[config.mk]
export PLATFORM = sky130hd
export DESIGN_NAME = txe_irq_gen
export DESIGN_NICKNAME = d
export VERILOG_FILES = /design/src/rtl/txe_pkg.sv /design/src/rtl/txe_hist.sv /design/src/rtl/txe_delay.sv /design/src/rtl/txe_irq.sv /design/src/rtl/txe_irq_gen.sv
export SDC_FILE = /design/constraint.sdc
export NUM_CORES = 1
export LEC_CHECK = 0
export BUFFER_PORTS_ARGS = -buffer_cell sky130_fd_sc_hd__buf_2
export CAP_MARGIN = 40
export CORE_MARGIN = 10
export CORE_UTILIZATION = 49
export CTS_CLUSTER_SIZE = 16
export DETAILED_ROUTE_END_ITERATION = 12
export GPL_ROUTABILITY_DRIVEN = 1
export PLACE_DENSITY = 0.75
export SYNTH_ARGS = -nofsm -noshare
export SYNTH_HDL_FRONTEND = slang
export SYNTH_SLANG_ARGS = --single-unit
[constraint.sdc]
create_clock -name clk -period 2.6 [get_ports clk]
set_clock_uncertainty 0.1 [all_clocks]
set_input_delay 0.52 -clock clk [delete_from_list [all_inputs] [get_ports clk]]
set_output_delay 0.52 -clock clk [all_outputs]
set_load 0.05 [all_outputs]
[src/rtl/txe_pkg.sv]
package txe_pkg;

    localparam int FRAME_W_DEF = 4;

    typedef enum logic [1:0] {
        EV_NONE      = 2'd0,
        EV_IMMEDIATE = 2'd1,
        EV_DEFER     = 2'd2
    } empty_ev_e;

    function automatic empty_ev_e classify_empty(input logic drop, input logic defer);
        if (!drop)
            return EV_NONE;
        else if (defer)
            return EV_DEFER;
        else
            return EV_IMMEDIATE;
    endfunction

endpackage

[src/rtl/txe_hist.sv]
module txe_hist #(
    parameter int CNT_W = 5
) (
    input  logic             clk,
    input  logic             rst,
    input  logic [CNT_W-1:0] fifo_cnt,
    input  logic             thre_set,
    input  logic             fifo_en,
    input  logic             tx_ie,
    output logic             multi,
    output logic             armed
);
    localparam logic [CNT_W-1:0] TWO = CNT_W'(2);

    always_ff @(posedge clk) begin
        if (rst) begin
            multi <= 1'b0;
            armed <= 1'b0;
        end else begin
            if (fifo_cnt >= TWO)
                multi <= 1'b1;
            else if (thre_set)
                multi <= 1'b0;

            if (!fifo_en)
                armed <= 1'b0;
            else if (tx_ie)
                armed <= 1'b1;
        end
    end

    assert_multi_seen_R3: assert property (@(posedge clk) disable iff (rst)
        (fifo_cnt >= TWO) |=> multi);

    assert_disarm_R10: assert property (@(posedge clk) disable iff (rst)
        !fifo_en |=> !armed);

endmodule

[src/rtl/txe_delay.sv]
module txe_delay #(
    parameter int W = 4
) (
    input  logic         clk,
    input  logic         rst,
    input  logic         start,
    input  logic         cancel,
    input  logic         tick,
    input  logic [W-1:0] load,
    output logic         busy,
    output logic         done
);
    localparam logic [W-1:0] ONE = W'(1);

    logic [W-1:0] cnt;

    assign done = busy && tick && !cancel && (cnt == ONE);

    always_ff @(posedge clk) begin
        if (rst) begin
            busy <= 1'b0;
            cnt  <= '0;
        end else if (cancel) begin
            busy <= 1'b0;
        end else if (start) begin
            busy <= 1'b1;
            cnt  <= load;
        end else if (busy && tick) begin
            if (cnt == ONE)
                busy <= 1'b0;
            else
                cnt <= cnt - ONE;
        end
    end

    assert_hold_count_R4: assert property (@(posedge clk) disable iff (rst)
        (busy && !cancel && !start && !tick) |=> ($stable(cnt) && busy));

    assert_cancel_R5: assert property (@(posedge clk) disable iff (rst)
        cancel |=> !busy);

endmodule

[src/rtl/txe_irq.sv]
module txe_irq (
    input  logic clk,
    input  logic rst,
    input  logic set_evt,
    input  logic clr,
    input  logic en,
    output logic irq
);
    logic pend;

    always_ff @(posedge clk) begin
        if (rst)
            pend <= 1'b0;
        else if (clr)
            pend <= 1'b0;
        else if (set_evt && en)
            pend <= 1'b1;
    end

    assign irq = pend && en;

    assert_clear_wins_R7: assert property (@(posedge clk) disable iff (rst)
        clr |=> !irq);

    assert_disabled_quiet_R9: assert property (@(posedge clk) disable iff (rst)
        (!en && !pend) |=> !pend);

endmodule

[src/rtl/txe_irq_gen.sv]
module txe_irq_gen
    import txe_pkg::*;
#(
    parameter int FIFO_DEPTH = 16,
    parameter int FRAME_W    = FRAME_W_DEF,
    localparam int CNT_W     = $clog2(FIFO_DEPTH + 1)
) (
    input  logic               clk,
    input  logic               rst,
    input  logic [CNT_W-1:0]   fifo_cnt,
    input  logic               thr_wr,
    input  logic               iir_rd,
    input  logic               fifo_en,
    input  logic               fifo_en_chg,
    input  logic               tx_ie,
    input  logic               baud_tick,
    input  logic [FRAME_W-1:0] frame_bits,
    output logic               thre,
    output logic               tx_irq
);
    logic [CNT_W-1:0]   cnt_q;
    logic               fifo_empty;
    logic               drop;
    logic               multi;
    logic               armed;
    logic               dly_busy;
    logic               dly_done;
    logic               thre_set;
    logic               irq_set;
    logic [FRAME_W-1:0] hold_len;
    empty_ev_e          ev;

    assign fifo_empty = (fifo_cnt == '0);
    assign drop       = (cnt_q != '0) && fifo_empty;
    assign ev         = classify_empty(drop, armed && !multi);
    assign hold_len   = frame_bits - FRAME_W'(1);
    assign thre_set   = fifo_empty && ((ev == EV_IMMEDIATE) || dly_done);
    assign irq_set    = (thre_set && !thre) || (fifo_en_chg && thre);

    always_ff @(posedge clk) begin
        if (rst) begin
            cnt_q <= '0;
            thre  <= 1'b1;
        end else begin
            cnt_q <= fifo_cnt;
            if (!fifo_empty)
                thre <= 1'b0;
            else if (thre_set)
                thre <= 1'b1;
        end
    end

    txe_hist #(.CNT_W(CNT_W)) u_hist (
        .clk      (clk),
        .rst      (rst),
        .fifo_cnt (fifo_cnt),
        .thre_set (thre_set),
        .fifo_en  (fifo_en),
        .tx_ie    (tx_ie),
        .multi    (multi),
        .armed    (armed)
    );

    txe_delay #(.W(FRAME_W)) u_delay (
        .clk    (clk),
        .rst    (rst),
        .start  (ev == EV_DEFER),
        .cancel (thr_wr || !fifo_empty),
        .tick   (baud_tick),
        .load   (hold_len),
        .busy   (dly_busy),
        .done   (dly_done)
    );

    txe_irq u_irq (
        .clk     (clk),
        .rst     (rst),
        .set_evt (irq_set),
        .clr     (thr_wr || iir_rd),
        .en      (fifo_en && tx_ie),
        .irq     (tx_irq)
    );

    assert_nonempty_low_R2: assert property (@(posedge clk) disable iff (rst)
        (fifo_cnt != '0) |=> !thre);

    assert_rise_only_empty_R3: assert property (@(posedge clk) disable iff (rst)
        $rose(thre) |-> $past(fifo_cnt == '0));

    assert_defer_holds_R4: assert property (@(posedge clk) disable iff (rst)
        (ev == EV_DEFER && !thr_wr) |=> (!thre && dly_busy));

    assert_write_clears_R7: assert property (@(posedge clk) disable iff (rst)
        thr_wr |=> !tx_irq);

    assert_irq_needs_en_R9: assert property (@(posedge clk) disable iff (rst)
        tx_irq |-> (fifo_en && tx_ie));

endmodule

==> results of run 1 <==
-- registers in the layout, summed over array words and instances, names as in the netlist --
name / cells
cnt_q: 5
thre: 1
u_delay.busy: 1
u_delay.cnt: 4
u_hist.armed: 1
u_hist.multi: 1
u_irq.pend: 1
-- stage by stage --
stage / cells / hold WS [ns] / utilization [%] / setup slack (ns) / area, µm²
after floorplan: 80 / 0.341 / - / 0.452 / 704
after global placement: 112 / 0.361 / 60.7 / 0.288 / 810
after detailed placement: 112 / 0.368 / 60.7 / 0.276 / 810
after CTS: 116 / 0.361 / 63.4 / 0.568 / 846
after global routing: 116 / 0.368 / 63.4 / 0.500 / 846
final: 116 / 0.359 / 63.4 / 0.559 / 846
-- layout by cell type (no fill, tap or decap) --
cell type,count
ha_1,3
mux2i_1,2
xor2_1,2
buf_2,18
a21oi_1,2
nand3b_1,1
clkbuf_8,1
or2_4,1
nor2b_1,7
or4_1,1
nor4_1,1
nor2_2,1
nand2_1,6
nand4_1,1
o21ai_0,3
and3_1,1
o21a_1,1
or4_4,1
o21ai_1,2
o32ai_1,3
nand3_1,1
nor3_1,4
clkbuf_4,3
dfxtp_1,14
a2111oi_0,1
mux2_2,1
or2_1,1
or3b_2,1
nor3b_1,1
o21ba_2,2
inv_1,7
a211o_1,2
nor2_1,5
-- routing by layer --
layer | vias to the layer above | global-route usage, %
met4 | 0 | 4.70
met5 | - | 0
met3 | 2 | 3.05
met1 | 292 | 11.1
li1 | 329 | -
met2 | 22 | 17.3
-- worst max-delay path by stage --
stage | startpoint | cells after the start | to | slack [ns]
6_report | fifo_cnt[1] | 6 | u_delay.cnt[1] | 0.56
3_3_place_gp | fifo_cnt[1] | 6 | u_delay.cnt[1] | 0.29
2_1_floorplan | fifo_cnt[1] | 5 | u_delay.cnt[1] | 0.45
5_1_grt | fifo_cnt[1] | 6 | u_delay.cnt[1] | 0.50
4_1_cts | fifo_cnt[1] | 6 | u_delay.cnt[1] | 0.57
3_5_place_dp | fifo_cnt[1] | 6 | u_delay.cnt[1] | 0.28
-- power groups by stage --
stage | Combinational, µW | Clock (µW) | Sequential (µW)
floorplan | 19.6 | 0 | 232
global placement | 43.1 | 0 | 229
detailed placement | 44.8 | 0 | 229
CTS | 45.4 | 158 | 225
global route | 50.5 | 168 | 226
finish | 45.3 | 156 | 225
-- area by class of cell --
cell class,count,area (µm²)
Fill cell,114,488
Tap cell,15,18.8
Clock buffer,4,36.3
Sequential cell,14,280
Multi-Input combinational cell,58,394
Inverter,7,26.3
Timing Repair Buffer,18,90.1
-- logic make-up after synthesis --
logic type               after synthesis  share of synthesized area [%]
AND/OR/NAND/NOR                       34                           27.4
AO/OA/AOI/OAI                         16                           16.3
flip-flops                            14                           39.8
buffers and inverters                  8                           4.26
multiplexers                           3                           4.44
adder cells (fa/ha/maj)                3                           5.33
XOR/XNOR                               2                           2.49
==> impl_metrics.json, run 1 <==
{
  "power_uw": 426,
  "h-tree-depth": 1,
  "ys_ff_latch": 14,
  "p_comb_share_pct": 10.6,
  "pwr_density_cell_mw_per_mm2": 504,
  "start_util_pct": 52.8,
  "endpoint_kind": "flip-flop",
  "cts_buffers": 3,
  "tightest_slew_ns": 0.325,
  "synth_top_area_share_pct": 39.8,
  "cts_root_buffer": "clkbuf_4",
  "gp_congestion": 0.725,
  "crit_required_ns": 2.72,
  "clk_pin_slew_worst_paths_ns": 0.09,
  "wl_met2_um": 832,
  "drt_pre_antenna_iters": 4,
  "rrSetupSlack_ns": 0.61,
  "cp_slowest_cell": "or4_4",
  "fin_crit_ns": 2.04,
  "drv_slew": 0,
  "setup_viol": 0,
  "yosysTopAreaCell": "dfxtp_1",
  "vdd_drop_max_mv": 0.351,
  "io_pins": 19,
  "synth_edf_count": 0,
  "wire_per_inst_um": 14.5,
  "antenna_found_initial": 0,
  "pwr-share-seq_pct": 52.7,
  "synth_cell_types": 31,
  "rr_worst_depth": 6,
  "syn_avg_cell_area_um2": 8.81,
  "clock_power_share_pct": 36.6,
  "dp_hpwl_um": 1270,
  "finalSetupTns_ns": 0,
  "area_delta_synth_final_pct": 20.1,
  "switchingPower_uw": 99.7,
  "grt_usage_pct": 10.1,
  "port_buffers": 18,
  "rr_startpoint": "u_delay.cnt[0]",
  "status": "finished clean",
  "die_area_mm2": 0.00335,
  "n_antenna_cell": 0,
  "drc_errors": 0,
  "cts_max_path_buffers": 2,
  "max_freq_mhz": 490,
  "netlist_instances": 80,
  "synth_area_um2": 704,
  "cts_sinks": 14,
  "synthesis.nets": 100,
  "drt_iter0_drc": 20,
  "die_w_um": 57.9,
  "grt_pass1_wl_um": 2810,
  "grt_max_degree": 15,
  "async_flop_share_pct": 0,
  "hold_violations": 0,
  "die_h_um": 57.9,
  "via_per_inst": 5.56,
  "worstHoldPathCells": 2,
  "synth_area_leaders": "dfxtp_1 40%, nor2b_1 6.2%, ha_1 5.3%, inv_1 3.7%, o32ai_1 3.7%",
  "wl_met3_um": 85,
  "crit_family": "simple AND/OR/NAND/NOR gates",
  "startpoint_type": "primary input",
  "critical_path.max_stage_delay_ns": 0.53,
  "seq_area_frac_synth_pct": 39.8,
  "wirelength_um": 1680,
  "grt.overflow.total": 0,
  "final_layout_size_suffix_gt1_share_pct": 28.7,
  "relSlewSlack_pct": 77.8,
  "holdCritStartpoint": "fifo_cnt[1]",
  "worstHoldPathType": "primary input to flip-flop",
  "path_buf_inv": 1,
  "arrival_ns": 2.16,
  "cts_tree": "yes",
  "period_share_pct": 78.5,
  "r2r-end": "u_delay.cnt[2]",
  "grt_pass1_vias": 685,
  "post_cts_buffers": 0,
  "clk_latency_ns": 0.28,
  "met1_length_um": 749,
  "crit_chain": "buf_2 -> or4_4 -> or2_4 -> nor2_2 -> mux2_2 -> o21ai_1",
  "nets": 122,
  "top_layer": "met4",
  "num_rows": 13,
  "synthTopCellsByCount": "14 x dfxtp_1, 7 x inv_1, 7 x nor2b_1, 6 x nand2_1, 5 x nor2_1",
  "post_cts_resized": 0,
  "rsz0062_at_grt": "false",
  "cts_hold_buf": 0,
  "vias": 645,
  "power.leakage_uw": 0.000355,
  "yosys_warnings": 0,
  "path_class": "primary input to flip-flop",
  "min_to": "cnt_q[1]",
  "max_cap_viol_count": 0,
  "synth_flop_cell": "dfxtp_1",
  "internal_power_uw": 327,
  "antenna_left": 0,
  "synth.most_common_cell": "dfxtp_1",
  "worstPathMaxFanout": 6,
  "core-area_mm2": 0.00133,
  "sw_frac_of_total_pct": 23.4
}
Note: power is estimated with default switching activity, not from simulation.
==> run 2, diff against run 1 <==
--- a/config.mk
+++ b/config.mk
@@ -8,11 +8,11 @@
 export BUFFER_PORTS_ARGS = -buffer_cell sky130_fd_sc_hd__buf_2
 export CAP_MARGIN = 40
 export CORE_MARGIN = 10
-export CORE_UTILIZATION = 49
+export CORE_UTILIZATION = 44
 export CTS_CLUSTER_SIZE = 16
 export DETAILED_ROUTE_END_ITERATION = 12
 export GPL_ROUTABILITY_DRIVEN = 1
-export PLACE_DENSITY = 0.75
+export PLACE_DENSITY = 0.71
 export SYNTH_ARGS = -nofsm -noshare
 export SYNTH_HDL_FRONTEND = slang
 export SYNTH_SLANG_ARGS = --single-unit
==> constraint.sdc (replaced) <==
create_clock -name clk -period 1.7 [get_ports clk]
set_clock_uncertainty 0.1 [all_clocks]
set_input_delay 0.34 -clock clk [delete_from_list [all_inputs] [get_ports clk]]
set_output_delay 0.34 -clock clk [all_outputs]
set_load 0.05 [all_outputs]
==> run 2 against run 1 <==
The flow now finishes with violations (setup timing). Flip-flop and latch count did not move. Critical path depth increased by 1. Global-route usage rose by 0.31 points. Largest power group unchanged. Die area is 7.4% higher. Core utilization is 4.2 points higher. Clock-buffer cell count shrank 1. Final cell count rose by 9.5%.
==> impl_metrics.json, run 2 (synthesized netlist as in run 1, its figures left out) <==
{
  "multi_input_comb_area_um2": 468,
  "cts_hold_buf": 0,
  "grt_pass1_wl_um": 2950,
  "antenna_found_initial": 0,
  "cts_tree": "yes",
  "max_flop_register": "cnt_q",
  "dp_hpwl_um": 1290,
  "max_cap_viol_count": 0,
  "io_pins": 19,
  "n_antenna_cell": 0,
  "grt_pass1_vias": 729,
  "vdd_drop_max_mv": 0.531,
  "largest_reg_flops": 5,
  "path_class": "flip-flop to flip-flop",
  "rsz0062_at_grt": "true",
  "final_cell_mix": "17 x buf_2, 12 x dfxtp_1, 8 x buf_4",
  "wirelength_um": 1710,
  "startpoint_type": "flip-flop",
  "cts_max_path_buffers": 2,
  "cts_buffers": 3,
  "finalSetupTns_ns": -0.497,
  "tightest_slew_ns": 0.378,
  "via_per_inst": 5.13,
  "hold_violations": 0,
  "grt_max_degree": 15,
  "cts_sinks": 14,
  "wire_per_inst_um": 13.5,
  "rrSetupSlack_ns": -0.16,
  "clk_latency_ns": 0.27,
  "pwr_density_cell_mw_per_mm2": 589,
  "core-area_mm2": 0.00151,
  "worstHoldPathType": "primary input to flip-flop",
  "fin_ws_ns": -0.164,
  "final_layout_size_suffix_gt1_share_pct": 47.7,
  "status": "finished with violations",
  "vias": 651,
  "final_common_cell": "buf_2",
  "fin_crit_ns": 1.86,
  "seq_area_um2": 283,
  "arrival_ns": 1.95,
  "h-tree-depth": 1,
  "setup_viol": 4,
  "drt_pre_antenna_iters": 4,
  "start_util_pct": 46.8,
  "die_area_mm2": 0.00360,
  "worstPathMaxFanout": 3,
  "relSlewSlack_pct": 74.1,
  "die_w_um": 60.0,
  "nets": 133,
  "cts_root_buffer": "clkbuf_4",
  "period_share_pct": 110,
  "drv_slew": 0,
  "violations": "setup timing",
  "max_freq_mhz": 536,
  "place_ws_ns": -0.393,
  "power.leakage_uw": 0.000434,
  "die_h_um": 60.0,
  "antenna_left": 0,
  "fillCellCount": 125,
  "design_area_mm2": 0.00102,
  "clk_pin_slew_worst_paths_ns": 0.08,
  "grt.overflow.total": 0,
  "gp_congestion": 0.851,
  "drc_errors": 0,
  "num_rows": 14,
  "port_buffers": 18,
  "dpl_cell_area_um2": 911,
  "grt_usage_pct": 10.4,
  "area_delta_synth_final_pct": 44.6,
  "endpoint_kind": "flip-flop",
  "drt_iter0_drc": 11,
  "reg_top3": "cnt_q: 5 flops, u_delay.cnt: 4 flops",
  "crit_required_ns": 1.79
}
-- run 2: worst max-delay path, stage by stage (launching register included) --
cell	delay [ns]
dfxtp_1	0.31
or4_4	0.53
o21ai_2	0.14
buf_6	0.13
nor2_4	0.05
buf_12	0.12
o21ba_2	0.21
o32ai_2	0.19
-- run 2: worst paths after layout --
kind / startpoint / end / cells past startpoint
worst min-delay path: fifo_cnt[1] / cnt_q[1] / 2
worst min register to register: thre / thre / 2
worst max-delay path: cnt_q[2] / u_delay.cnt[3] / 7
worst max register to register: cnt_q[2] / u_delay.cnt[3] / 7
-- run 2: stage by stage --
| step | utilization, % | total power, µW | hold WS [ns] | cells |
|---|---|---|---|---|
| 2_1_floorplan | - | 387 | 0.329 | 80 |
| 3_3_place_gp | 60.5 | 422 | 0.347 | 123 |
| 3_5_place_dp | 60.5 | 423 | 0.368 | 123 |
| 4_1_cts | 65.0 | 607 | 0.178 | 127 |
| 5_1_grt | 67.6 | 631 | 0.191 | 127 |
| 6_report | 67.6 | 600 | 0.177 | 127 |
-- run 2: cell type report --
cell class	instances	area share [%]
timing repair buffer	29	19.5
sequential	14	27.8
inverter	7	2.58
tap	16	1.97
multi-input combinational	58	45.9
clock buffer	3	2.21
-- run 2: where the power goes --
| part | switching (µW) | internal, µW |
|---|---|---|
| logic | 39.9 | 38.8 |
| clock network | 95.5 | 81.9 |
| registers | 5.35 | 339 |
-- run 2: what timing repair did --
item / 4_1_cts / 5_1_grt
setup buffers: 1 / 0
gates resized for setup: 8 / 10
setup endpoints to repair: 5 / 5
cloned: 0 / 0
pin swaps: 4 / 6
-- run 2: metal layers --
layer  track usage (%)  part of all wire (%)
met5                 0                     0
met1              10.1                    41
met3              2.75                   3.6
met2              19.7                    54
met4              4.81                   1.3
==> run 3, diff against run 2 <==
--- a/config.mk
+++ b/config.mk
@@ -8,11 +8,11 @@
 export BUFFER_PORTS_ARGS = -buffer_cell sky130_fd_sc_hd__buf_2
 export CAP_MARGIN = 40
 export CORE_MARGIN = 10
-export CORE_UTILIZATION = 44
+export CORE_UTILIZATION = 49
 export CTS_CLUSTER_SIZE = 16
 export DETAILED_ROUTE_END_ITERATION = 12
 export GPL_ROUTABILITY_DRIVEN = 1
-export PLACE_DENSITY = 0.71
+export PLACE_DENSITY = 0.75
 export SYNTH_ARGS = -nofsm -noshare
 export SYNTH_HDL_FRONTEND = slang
 export SYNTH_SLANG_ARGS = --single-unit
==> constraint.sdc (replaced) <==
create_clock -name clk -period 2.01 [get_ports clk]
set_clock_uncertainty 0.1 [all_clocks]
set_input_delay 0.402 -clock clk [delete_from_list [all_inputs] [get_ports clk]]
set_output_delay 0.402 -clock clk [all_outputs]
set_load 0.05 [all_outputs]
==> run 3 against run 2 <==
First-iteration DRC count increased by 27%. Core utilization decreased by 1.2 points. Fmax decreased by 2.1%. Power decreased by 16%. Sequential share of layout area increased by 3.9 points. Highest routed layer unchanged. The run now ends clean. Critical path depth decreased by 1. Register-to-register slack improved by 0.27 ns.
==> impl_metrics.json, run 3 (synthesized netlist as in run 1, its figures left out) <==
{
  "status": "finished clean",
  "num_rows": 13,
  "worstHoldPathCells": 2,
  "via_per_inst": 5.35,
  "relSlewSlack_pct": 77.6,
  "startpoint_type": "flip-flop",
  "h-tree-depth": 1,
  "wirelength_um": 1570,
  "final_layout_size_suffix_gt1_share_pct": 31.7,
  "drv_slew": 0,
  "p_comb_share_pct": 11.9,
  "max_cap_viol_count": 0,
  "rsz0062_at_grt": "false",
  "drt_pre_antenna_iters": 4,
  "wire_per_inst_um": 13.2,
  "multi_input_comb_area_um2": 405,
  "rr_worst_depth": 6,
  "r2r-end": "u_delay.cnt[2]",
  "grt_max_degree": 15,
  "clk_pin_slew_worst_paths_ns": 0.08,
  "cts_max_path_buffers": 2,
  "drt_iter0_drc": 14,
  "antenna_found_initial": 0,
  "grt_usage_pct": 10.2,
  "clock_power_share_pct": 30.7,
  "cts_hold_buf": 0,
  "place_inst": 116,
  "max_freq_mhz": 525,
  "post_cts_buffers": 0,
  "fillCellCount": 124,
  "max_flop_register": "cnt_q",
  "grt_pass1_wl_um": 2780,
  "nets": 126,
  "min_to": "u_delay.busy",
  "rr_startpoint": "cnt_q[2]",
  "drc_errors": 0,
  "seq_area_um2": 280,
  "area_delta_synth_final_pct": 25.8,
  "core-area_mm2": 0.00133,
  "vdd_drop_max_mv": 0.467,
  "cts_tree": "yes",
  "reg_top3": "cnt_q: 5 flops, u_delay.cnt: 4 flops",
  "internal_power_uw": 384,
  "crit_required_ns": 2.09,
  "pwr-share-seq_pct": 57.4,
  "cts_sinks": 14,
  "endpoint_kind": "flip-flop",
  "start_util_pct": 52.8,
  "io_pins": 19,
  "holdCritStartpoint": "thr_wr",
  "die_area_mm2": 0.00335,
  "tightest_slew_ns": 0.328,
  "period_share_pct": 94.7,
  "vias": 637,
  "worstHoldPathType": "primary input to flip-flop",
  "cts_buffers": 3,
  "dp_hpwl_um": 1330,
  "cts_root_buffer": "clkbuf_4",
  "die_h_um": 57.9,
  "sw_frac_of_total_pct": 24.1,
  "final_common_cell": "buf_2",
  "gp_congestion": 0.872,
  "holdWs_ns": 0.240,
  "grt.overflow.total": 0,
  "grt_pass1_vias": 656,
  "fin_crit_ns": 1.90,
  "power.leakage_uw": 0.000374,
  "final_cell_mix": "18 x buf_2, 14 x dfxtp_1, 7 x inv_1, 7 x nor2b_1, 6 x nand2_1",
  "path_class": "flip-flop to flip-flop",
  "post_cts_resized": 0,
  "worstPathMaxFanout": 6,
  "antenna_left": 0,
  "arrival_ns": 1.99,
  "n_antenna_cell": 0,
  "clk_latency_ns": 0.27,
  "port_buffers": 18,
  "hold_violations": 0,
  "switchingPower_uw": 122,
  "die_w_um": 57.9,
  "pwr_density_cell_mw_per_mm2": 571,
  "setup_viol": 0,
  "largest_reg_flops": 5,
  "rrSetupSlack_ns": 0.11,
  "fin_cells": 119
}
run 3: cell count changes in the layout (fill, tap and decap cells not counted), moves of 2 or more:
| cell | change |
|---|---|
| o21ai_1 | +2 |
| buf_4 | -5 |
| dfxtp_2 | -2 |
| o32ai_1 | +3 |
| o32ai_2 | -3 |
| o21ai_2 | -2 |
| dfxtp_1 | +2 |
| buf_6 | -3 |
run 3: through the flow:
step	power, µW	util [%]	cell area, µm²	worst slack [ns]	TNS (ns)
3_3_place_gp	353	64.3	857	-0.128	-0.467
6_report	506	66.4	886	0.106	0
2_1_floorplan	326	-	709	-0.00223	-0.00223
3_5_place_dp	356	64.3	857	-0.160	-0.608
4_1_cts	509	65.9	880	0.0589	0
5_1_grt	533	66.4	886	0.0188	0
run 3: cell type report:
cell class | instances | share of cell area (%)
multi-input cells | 58 | 45.8
flip-flops and latches | 14 | 31.6
repair buffers | 22 | 15.0
inverters | 7 | 2.97
clock buffers | 3 | 2.54
well taps | 15 | 2.12
run 3: worst max-delay path by stage:
stage / start / end / slack (ns) / cells past startpoint
2_1_floorplan: fifo_cnt[1] / u_delay.cnt[0] / -0.002 / 5
3_3_place_gp: fifo_cnt[1] / u_delay.cnt[0] / -0.13 / 6
3_5_place_dp: fifo_cnt[1] / u_delay.cnt[2] / -0.16 / 6
4_1_cts: u_delay.cnt[1] / u_delay.cnt[2] / 0.06 / 7
5_1_grt: cnt_q[2] / u_delay.cnt[2] / 0.02 / 6
6_report: cnt_q[2] / u_delay.cnt[2] / 0.11 / 6
run 3: worst max-delay path, stage by stage (launching register included):
cell,delay (ns)
dfxtp_1,0.30
or4_4,0.53
o21ai_1,0.15
buf_4,0.15
a211o_1,0.19
o21ba_2,0.18
o32ai_1,0.21
run 3: routing by layer:
metal / track usage (%) / part of all wire [%] / routed length, µm / vias up
met5: 0 / 0 / 0 / -
met4: 5.03 / 1.7 / 26 / 0
met3: 2.83 / 3.2 / 50 / 4
met2: 18.4 / 52 / 813 / 15
met1: 10.5 / 43 / 677 / 286
li1: - / - / - / 332
run 3: power groups by stage:
stage | sequential [µW] | combinational (µW) | clock (µW)
after floorplan | 300 | 25.7 | 0
after global placement | 296 | 57.2 | 0
after detailed placement | 297 | 59.9 | 0
after CTS | 290 | 59.9 | 159
after global routing | 292 | 68.4 | 173
final | 290 | 60.2 | 155
